$ cat src/rtl/fct_pkg.sv
package fct_pkg;
  localparam int unsigned CHIP_ID_W = 8;

  // Strobes from control to datapath
  typedef struct packed {
    logic                 patchEn;
    logic [CHIP_ID_W-1:0] patchChip;
  } patchCmd_t;
endpackage

$ cat src/rtl/fct_ctrl.sv
module fct_ctrl
  import fct_pkg::*;
#(
  parameter int unsigned NUM_CHIPS = 9,
  parameter int unsigned CNT_W     = 8,
  parameter int unsigned IDX_W     = $clog2(NUM_CHIPS)
) (
  input  logic             clk,
  input  logic             rstN,
  input  logic             clearIn,
  input  logic [CNT_W-1:0] thresh,
  input  logic             corrValid,
  input  logic [IDX_W-1:0] corrChip,
  input  logic             macResValid,
  input  logic             macMismatch,
  output logic             failValid,
  output logic [IDX_W-1:0] failChip,
  output logic             searchReq,
  output patchCmd_t        patchCmd
);
  localparam logic [CNT_W-1:0] CNT_MAX = '1;

  logic [CNT_W-1:0] cnt [NUM_CHIPS];
  logic             markQ;
  logic [IDX_W-1:0] chipQ;
  logic             searchQ;
  logic             corrHit;
  logic             unmarkHit;
  logic [CNT_W-1:0] evtCnt;
  logic [CNT_W-1:0] evtNext;

  assign corrHit   = corrValid && ({1'b0, corrChip} < (IDX_W+1)'(NUM_CHIPS));
  assign unmarkHit = macResValid && macMismatch && markQ;

  // Current count of the chip named by the event
  always_comb begin
    evtCnt = '0;
    for (int i = 0; i < int'(NUM_CHIPS); i++) begin
      if (corrChip == IDX_W'(i)) evtCnt = cnt[i];
    end
    evtNext = (evtCnt == CNT_MAX) ? CNT_MAX : evtCnt + CNT_W'(1);
  end

  for (genvar i = 0; i < int'(NUM_CHIPS); i++) begin : g_cnt
    always_ff @(posedge clk or negedge rstN) begin
      if (!rstN)                                         cnt[i] <= '0;
      else if (clearIn)                                  cnt[i] <= '0;
      else if (unmarkHit && chipQ == IDX_W'(i))          cnt[i] <= '0;
      else if (corrHit && corrChip == IDX_W'(i) && cnt[i] != CNT_MAX)
                                                         cnt[i] <= cnt[i] + CNT_W'(1);
    end


    cnt_no_wrap_chk: assert property (@(posedge clk) disable iff (!rstN)
      (cnt[i] == CNT_MAX && !clearIn && !unmarkHit) |=> cnt[i] == CNT_MAX);
  end

  always_ff @(posedge clk or negedge rstN) begin
    if (!rstN) begin
      markQ <= 1'b0;
      chipQ <= '0;
    end else if (clearIn || unmarkHit) begin
      markQ <= 1'b0;
    end else if (!markQ && corrHit && evtNext >= thresh) begin
      markQ <= 1'b1;
      chipQ <= corrChip;
    end
  end

  always_ff @(posedge clk or negedge rstN) begin
    if (!rstN) searchQ <= 1'b0;
    else       searchQ <= unmarkHit && !clearIn;
  end

  assign failValid          = markQ;
  assign failChip           = chipQ;
  assign searchReq          = searchQ;
  assign patchCmd.patchEn   = markQ;
  assign patchCmd.patchChip = CHIP_ID_W'(chipQ);


  mark_hold_chk: assert property (@(posedge clk) disable iff (!rstN)
    (failValid && !clearIn && !(macResValid && macMismatch)) |=> (failValid && $stable(failChip)));

  search_pulse_chk: assert property (@(posedge clk) disable iff (!rstN)
    searchReq |=> !searchReq);

  clear_wipe_chk: assert property (@(posedge clk) disable iff (!rstN)
    clearIn |=> (!failValid && !searchReq));

  no_spurious_search_chk: assert property (@(posedge clk) disable iff (!rstN)
    !failValid |=> !searchReq);

  fail_idx_range_chk: assert property (@(posedge clk) disable iff (!rstN)
    failValid |-> ({1'b0, failChip} < (IDX_W+1)'(NUM_CHIPS)));
endmodule

$ cat src/rtl/fct_datapath.sv
module fct_datapath
  import fct_pkg::*;
#(
  parameter int unsigned NUM_CHIPS = 9,
  parameter int unsigned SLICE_W   = 64,
  parameter int unsigned LINE_W    = NUM_CHIPS * SLICE_W
) (
  input  logic              clk,
  input  logic              rstN,
  input  logic              rdValid,
  input  logic [LINE_W-1:0] rdLine,
  input  logic [SLICE_W-1:0] rdParity,
  input  patchCmd_t         patchCmd,
  output logic              outValid,
  output logic [LINE_W-1:0] outLine,
  output logic              outPatched
);
  logic [SLICE_W-1:0] rebuilt;
  logic [LINE_W-1:0]  fixedLine;

  // Parity XOR every slice except the marked one
  always_comb begin
    rebuilt = rdParity;
    for (int i = 0; i < int'(NUM_CHIPS); i++) begin
      if (patchCmd.patchChip != CHIP_ID_W'(i)) rebuilt = rebuilt ^ rdLine[i*SLICE_W +: SLICE_W];
    end
  end

  for (genvar i = 0; i < int'(NUM_CHIPS); i++) begin : g_slice
    assign fixedLine[i*SLICE_W +: SLICE_W] =
      (patchCmd.patchEn && patchCmd.patchChip == CHIP_ID_W'(i)) ? rebuilt
                                                                : rdLine[i*SLICE_W +: SLICE_W];
  end

  always_ff @(posedge clk or negedge rstN) begin
    if (!rstN) begin
      outValid   <= 1'b0;
      outPatched <= 1'b0;
    end else begin
      outValid   <= rdValid;
      outPatched <= rdValid && patchCmd.patchEn;
    end
  end

  always_ff @(posedge clk) begin
    if (rdValid) outLine <= fixedLine;
  end

  function automatic logic [SLICE_W-1:0] sliceXor(input logic [LINE_W-1:0] l);
    logic [SLICE_W-1:0] acc = '0;
    for (int i = 0; i < int'(NUM_CHIPS); i++) acc = acc ^ l[i*SLICE_W +: SLICE_W];
    return acc;
  endfunction


  pass_through_chk: assert property (@(posedge clk) disable iff (!rstN)
    (outValid && !outPatched) |-> outLine == $past(rdLine));

  patch_parity_chk: assert property (@(posedge clk) disable iff (!rstN)
    (outValid && outPatched) |-> sliceXor(outLine) == $past(rdParity));
endmodule

$ cat src/rtl/fault_chip_tracker.sv
module fault_chip_tracker
  import fct_pkg::*;
#(
  parameter int unsigned NUM_CHIPS = 9,
  parameter int unsigned SLICE_W   = 64,
  parameter int unsigned CNT_W     = 8,
  localparam int unsigned IDX_W    = $clog2(NUM_CHIPS),
  localparam int unsigned LINE_W   = NUM_CHIPS * SLICE_W
) (
  input  logic               clk,
  input  logic               rstN,
  input  logic               clearIn,
  input  logic [CNT_W-1:0]   thresh,
  input  logic               corrValid,
  input  logic [IDX_W-1:0]   corrChip,
  input  logic               rdValid,
  input  logic [LINE_W-1:0]  rdLine,
  input  logic [SLICE_W-1:0] rdParity,
  input  logic               macResValid,
  input  logic               macMismatch,
  output logic               outValid,
  output logic [LINE_W-1:0]  outLine,
  output logic               outPatched,
  output logic               failValid,
  output logic [IDX_W-1:0]   failChip,
  output logic               searchReq
);
  patchCmd_t patchCmd;

  fct_ctrl #(.NUM_CHIPS(NUM_CHIPS), .CNT_W(CNT_W), .IDX_W(IDX_W)) ctrl_i (
    .clk(clk), .rstN(rstN), .clearIn(clearIn), .thresh(thresh),
    .corrValid(corrValid), .corrChip(corrChip),
    .macResValid(macResValid), .macMismatch(macMismatch),
    .failValid(failValid), .failChip(failChip), .searchReq(searchReq),
    .patchCmd(patchCmd)
  );

  fct_datapath #(.NUM_CHIPS(NUM_CHIPS), .SLICE_W(SLICE_W), .LINE_W(LINE_W)) dp_i (
    .clk(clk), .rstN(rstN), .rdValid(rdValid), .rdLine(rdLine), .rdParity(rdParity),
    .patchCmd(patchCmd), .outValid(outValid), .outLine(outLine), .outPatched(outPatched)
  );
endmodule

$ cat config.mk
export PLATFORM = sky130hd
export DESIGN_NAME = fault_chip_tracker
export DESIGN_NICKNAME = d
export VERILOG_FILES = /design/src/rtl/fct_pkg.sv /design/src/rtl/fct_ctrl.sv /design/src/rtl/fct_datapath.sv /design/src/rtl/fault_chip_tracker.sv
export SDC_FILE = /design/constraint.sdc
export NUM_CORES = 2
export LEC_CHECK = 0
export BUFFER_PORTS_ARGS = -buffer_cell sky130_fd_sc_hd__buf_2
export CORE_AREA = 2 2 482 484
export DETAILED_ROUTE_END_ITERATION = 7
export DIE_AREA = 0 0 484 486
export SLEW_MARGIN = 30
export SYNTH_ARGS = -nofsm -noshare
export SYNTH_HDL_FRONTEND = slang
export SYNTH_HIERARCHICAL = 1
export SYNTH_SLANG_ARGS = --single-unit
$ cat constraint.sdc
create_clock -name clk -period 4.85 [get_ports clk]
set_input_delay 1.455 -clock clk [delete_from_list [all_inputs] [get_ports clk]]
set_output_delay 1.455 -clock clk [all_outputs]
set_load 0.01 [all_outputs]
## After elaboration in Yosys (flattened, before gate mapping)

Cells that the tools add are included.

| storage, ports and cells | value |
|---|---|
| bits in latches | 0 |
| memories kept | 0 |
| flip-flop bits (word level) | 656 |
| memory bits (writable) | 0 |
| ROM bits | 0 |

| cells by class | value |
|---|---|
| add/sub/neg operators | 10 |
| reductions and logical operators | 61 |
| bitwise logic cells | 10 |
| div/mod/pow operators | 0 |
| $lt $le $gt $ge | 2 |
| shift-type cells | 0 |
| $mul | 0 |
| muxes and demuxes | 57 |
| eq/ne operators | 34 |

Operators with widths:

| cell | number |
|---|---|
| two-way mux 64 bit | 18 |
| bitwise XOR 64 bit | 9 |
| two-way mux 8 bit | 37 |
| adder 8 x 1 -> 8 bit, second input constant | 10 |
| inequality test 8 bit, second input constant | 9 |
| logical AND 1 bit | 43 |
| == test 4 x 3 -> 1 bit, second input constant | 8 |
| nonzero test 3 bit | 9 |
| == test 4 x 2 -> 1 bit, second input constant | 4 |
| inequality test 4 x 3 -> 1 bit, second input constant | 4 |
| == test 4 x 1 -> 1 bit, second input constant | 2 |
| == test 4 bit, second input constant | 2 |
| == test 8 bit, second input constant | 1 |
| greater-or-equal comparator 8 bit | 1 |
| zero test 4 bit | 2 |
| zero test 8 bit | 1 |
| inequality test 4 x 2 -> 1 bit, second input constant | 2 |
| nonzero test 8 bit | 1 |
| < comparator 4 bit, second input constant | 1 |
| inequality test 4 x 1 -> 1 bit, second input constant | 1 |
| inequality test 4 bit, second input constant | 1 |
| zero test 1 bit | 2 |
| two-way mux 1 bit | 2 |
| AND reduction 2 bit | 1 |
| 3 further kinds | 3 |

## Depth between registers and ports, before layout

| logic depth | value |
|---|---|
| depth after elaboration | 19 |
| depth in mapped cells | 20 |

## Hierarchy

Netlist, hierarchy kept.

By module, submodules not included:

| module | cells each | instances | area each (um^2) |
|---|---|---|---|
| fct_datapath | 3866 | 1 | 36560.1 |
| fct_ctrl | 572 | 1 | 5233.8 |

## Least setup slack after synthesis

No wires, ideal clock.

| path | value |
|---|---|
| kind | input-to-reg |
| start | in corrChip[0] |
| end | reg ctrl_i.chipQ[0] (netlist: ctrl_i/failChip[0]) |
| arrival time | 4700 ps |
| stages | 19 |
| slack | 26 ps |
| cells stage by stage | buf_6 -> buf_4 -> buf_6 -> buf_2 -> a21oi_1 -> o22ai_1 -> o211ai_1 -> ha_1 -> nand3_2 -> nor3b_2 -> nor3_1 -> ha_1 -> nand2b_1 -> a21oi_1 -> nor2b_1 -> o21ai_0 -> a21oi_1 -> o41ai_2 -> mux2_2 |

| on the way | value |
|---|---|
| word-level cells in the longest chain between the ends | 15 |
| elaborated cells between the ends (all ways) | 27 |
| classes of those cells | add/sub (1); order compare (2); eq/ne (9); mux (10); reduce/logical (5) |

Ends and longest elaborated chain:

| item | RTL line | source |
|---|---|---|
| from (decl) | fault_chip_tracker.sv:15 | `input logic [IDX_W-1:0] corrChip,` |
| zero test 4 bit | fct_ctrl.sv:39 | `if (corrChip == IDX_W'(i)) evtCnt = cnt[i];` |
| two-way mux 8 bit (9 in series) | fct_ctrl.sv:39 |  |
| adder 8 x 1 -> 8 bit or == test 8 bit (tied branches) | fct_ctrl.sv:41 | `evtNext = (evtCnt == CNT_MAX) ? CNT_MAX : evtCnt + CNT_W'(1);` |
| two-way mux 8 bit | fct_ctrl.sv:41 |  |
| greater-or-equal comparator 8 bit | fct_ctrl.sv:64 | `end else if (!markQ && corrHit && evtNext >= thresh) begin` |
| logical AND 1 bit | fct_ctrl.sv:64 |  |
| AND reduction 2 bit (no line) | - |  |
| to (signal assigned) | fct_ctrl.sv:66 | `chipQ <= corrChip;` |
| to (decl) | fct_ctrl.sv:25 | `logic [IDX_W-1:0] chipQ;` |

Several ways; a longest one is shown, not always the timed one.
A chain may end at the register's enable or synchronous reset.

## Final worst setup path

| path | value |
|---|---|
| start | in corrChip[0] |
| end | reg ctrl_i.chipQ[3] (netlist: ctrl_i/failChip[3]) |

| on the way | value |
|---|---|
| word-level cells in the longest chain between the ends | 15 |
| elaborated cells between the ends (all ways) | 27 |
| classes of those cells | add/sub (1); order compare (2); eq/ne (9); mux (10); reduce/logical (5) |

Ends and longest elaborated chain:

| item | RTL line |
|---|---|
| zero test 4 bit | fct_ctrl.sv:39 |
| two-way mux 8 bit (9 in series) | fct_ctrl.sv:39 |
| adder 8 x 1 -> 8 bit or == test 8 bit (tied branches) | fct_ctrl.sv:41 |
| two-way mux 8 bit | fct_ctrl.sv:41 |
| greater-or-equal comparator 8 bit | fct_ctrl.sv:64 |
| logical AND 1 bit * | fct_ctrl.sv:64 |
| AND reduction 2 bit (no line) * | - |

Mark *: on every way between the ends. The rest lies on a longest branch, timed or not.

==> summary.txt <==
STA
  • F_max: 0.217 GHz
  • Crit path time final: 4.62 ns
  • RSZ-0062 raised after global routing: no
  • Max Slew Vio Count: 0
  • Fin Clk Skew: 0.0581 ns
  • Final setup viols: 0
  • Fin. Hold Viols: 0
  • Slew headroom: 32.7%
  • Final Cycle Share: 95.2%
  • Worst-margin pin slew: 1.01 ns

Routing
  • Iteration-0 DRC Markers: 5043
  • ANT nets after route: 0
  • Post-Route WL: 271000 um
  • Met2 WL: 123000 um
  • DR WL/cell: 30.6 um
  • Via count: 44620
  • Metal-1 WL: 101000 um
  • Vias per cell: 5.03
  • Max layer used: met5
  • Drt drc: 1
  • Met3 routed WL: 29200 um
  • TritonRoute pass-1 iters: 8

Worst setup path
  • Worst Path Required: 5.43 ns
  • CP Class: in2reg
  • Setup crit end kind: register
  • Worst path top cell family by delay: compound AO/OA/AOI/OAI gates
  • CP max FO: 10
  • Slowest-stage cell, CP: mux4_2
  • Arrival time at the worst endpoint: 5.20 ns
  • Startpoint Class: primary input
  • Slowest Stage Delay on Critical Path: 0.54 ns
  • Buf/Inv on CP: 2
  • Critical Path, Cell by Cell: buf_2, mux4_2, a32o_1, a221oi_2, nor2_1, ha_1, nand3_2, nor3b_2, nor3_1, ha_1, nand2b_1, a21oi_1, nor2b_1, o21ai_0, a21oi_1, o41ai_2, buf_4, mux2_2

Clocking
  • H-tree depth: 3
  • CTS Buffer Depth: 3
  • Hold Buf Count CTS: 0
  • Post-CTS resize count: 0
  • Clk Latency, worst-skew pair: 0.75 ns
  • CTS Buf Count: 83
  • # clock sinks: 656
  • Clock root buffer master: clkbuf_16
  • Post-CTS Setup Repair Bufs: 0
  • CTS tree: done
  • Clk slew on worst S/H paths: 0.05 ns

Placement
  • Placer congestion estimate: 0.940
  • Post-DP HPWL: 215000 um
  • # port buffers: 1242
  • Area after DPL: 0.0527 mm^2

Floorplan
  • Cell row count: 176
  • Core Area: 0.229 mm^2
  • Die height: 486 um
  • Initial Utilization: 18.2%
  • Die ar.: 0.235 mm^2
  • Die X: 484 um
  • Ports: 1243

Yosys
  • Post-synth cell types: 95
  • Share of the yosys chip area belonging to registers: 46.2%
  • Netlist Area Pre-Place: 0.0418 mm^2
  • Synth Register Bits: 656
  • Post-synthesis async set-or-reset flop share: 12.2%
  • Syn avg cell area: 9.42 um^2
  • Post-Syn Instances: 4438
  • Main flop type after synthesis: edfxtp_1
  • Number of synthesized flops with an enable pin: 576
  • Ys Warns: 6

Cells and area
  • Fin area: 0.0558 mm^2
  • Share of layout cells above drive strength 1: 30.7%
  • Nets: 6346
  • P&R area growth vs syn: 33.5%

Global routing
  • Vias in the first global route: 41624
  • First-pass GRT wire length: 359000 um
  • Grt ovf: 0
  • Initial antenna violation count: 174
  • Largest net degree at the start of global routing: 146
  • Tot GR Track Use: 22.0%

Outcome
  • Outcome: finished with violations
  • Failing checks: DRC

Power
  • Tot Pwr: 19.6 mW
  • Pwr dens: 351 mW/mm^2
  • Pleak: 22.4 nW
  • Worst VDD drop: 0.264 mV

Worst hold path
  • HP Class: reg2reg

Job
  • Max Cap Violations: 0
cell families (layout without fill, tap and decap cells):
family                     Yosys count  count (layout)  synth area share (%)
other                                1             113               0.00897
AOI/OAI and AO/OA                 1328            1328                  19.7
DFF                                656             656                  46.2
xor gates and xnor gates           364             364                  9.42
muxes                               88              88                  2.23
and+or+nand+nor                   1636            1636                  18.5
adders and majority gates           18              18                 0.539
buffers and inverters              347            1643                  3.45
cells in the final DEF (no fill, tap or decap), types with 19 or more instances in the layout:
cell type | synthesis | layout
a211oi_1 | 28 | 27
a21boi_0 | 25 | 25
a21oi_1 | 215 | 215
a22oi_1 | 24 | 24
a2bb2oi_1 | 25 | 25
a311oi_1 | 19 | 19
a31oi_1 | 28 | 28
and3_1 | 34 | 34
buf_12 | 0 | 30
buf_2 | 47 | 1241
buf_4 | 12 | 200
clkbuf_16 | 0 | 84
dfrtp_1 | 80 | 76
diode_2 | 0 | 109
edfxtp_1 | 576 | 576
mux2_2 | 22 | 22
mux2i_1 | 62 | 62
nand2_1 | 693 | 687
nand2b_1 | 42 | 39
nand3_1 | 140 | 134
nand4_1 | 21 | 21
nor2_1 | 244 | 242
nor2b_1 | 42 | 39
nor3_1 | 167 | 167
nor3b_1 | 29 | 29
nor4_1 | 116 | 116
o211ai_1 | 96 | 96
o21a_1 | 27 | 27
o21ai_0 | 111 | 111
o21ai_1 | 497 | 497
o22ai_1 | 48 | 48
o311ai_0 | 36 | 36
o311ai_1 | 45 | 45
o31ai_1 | 34 | 34
or2_2 | 33 | 34
xnor2_1 | 211 | 211
xnor2_2 | 26 | 26
xnor3_1 | 32 | 32
xor2_1 | 86 | 86
report_power, final:
part / internal (mW) / switching [mW] / leakage, nW
clock: 3.75 / 2.82 / 1.35
combinational: 1.92 / 4.27 / 14.3
sequential: 6.59 / 0.229 / 6.74
synth_stat cells, types with 96 or more instances:
cell type	instances	area, um^2
o21ai_1	497	2490
nand2_1	693	2600
o211ai_1	96	721
o21ai_0	111	556
nor2_1	244	916
nor4_1	116	726
nand3_1	140	701
a21oi_1	215	1080
clkbuf_1	236	886
xnor2_1	211	1850
nor3_1	167	836
edfxtp_1	576	17300
area by class of cell:
cell class | count | area, um^2
Clock inverter | 52 | 621
Sequential cell | 656 | 19300
Timing Repair Buffer | 1472 | 8330
Multi-Input combinational cell | 3438 | 21300
Antenna cell | 109 | 273
Fill cell | 24842 | 174000
Tap cell | 3026 | 3790
Clock buffer | 101 | 2170
Inverter | 18 | 67.6
per-layer routing:
metal,vias to the layer above,global-route usage (%)
li1,19223,-
met1,21614,25.8
met2,2986,35.4
met3,709,7.26
met4,88,12.2
met5,-,0
stage by stage:
step | utilization, % | hold WS, ns | std cells | setup WS (ns) | TNS, ns
finish | 24.3 | 0.596 | 8872 | 0.233 | 0
global route | 24.3 | 0.618 | 8825 | 0.00427 | 0
CTS | 24.2 | 0.583 | 8763 | 0.193 | 0
detailed placement | 23.0 | 0.584 | 8610 | -0.547 | -2.41
global placement | 23.0 | 0.573 | 8609 | -0.562 | -2.45
floorplan | - | 0.514 | 4441 | 0.0257 | 0
worst min-delay path, cell delays in order, from the launching register on:
cell and delay, ns:
dfrtp_1 0.39, mux2i_1 0.09, nor2_1 0.08
sequential cells by signal (all words and copies together), names as in the netlist:
signal	cells
dp_i/outLine	576
ctrl_i/cnt	72
ctrl_i/failChip	4
ctrl_i/failValid	1
ctrl_i/searchReq	1
dp_i/outPatched	1
dp_i/outValid	1
path summary, 6_finish.rpt:
kind                                    start                  to  slack (ns)  cells past startpoint
max                               corrChip[0]  ctrl_i/failChip[3]        0.23                     18
min                            ctrl_i/cnt[65]      ctrl_i/cnt[65]        0.60                      2
max reg2reg                ctrl_i/failChip[1]   dp_i/outLine[410]        0.70                      8
min reg2reg                    ctrl_i/cnt[65]      ctrl_i/cnt[65]        0.60                      2
max in group asynchronous                rstN      ctrl_i/cnt[41]        3.34                      2
min in group asynchronous                rstN    ctrl_i/searchReq        0.66                      1
Note: power is estimated with default switching activity, not from simulation.
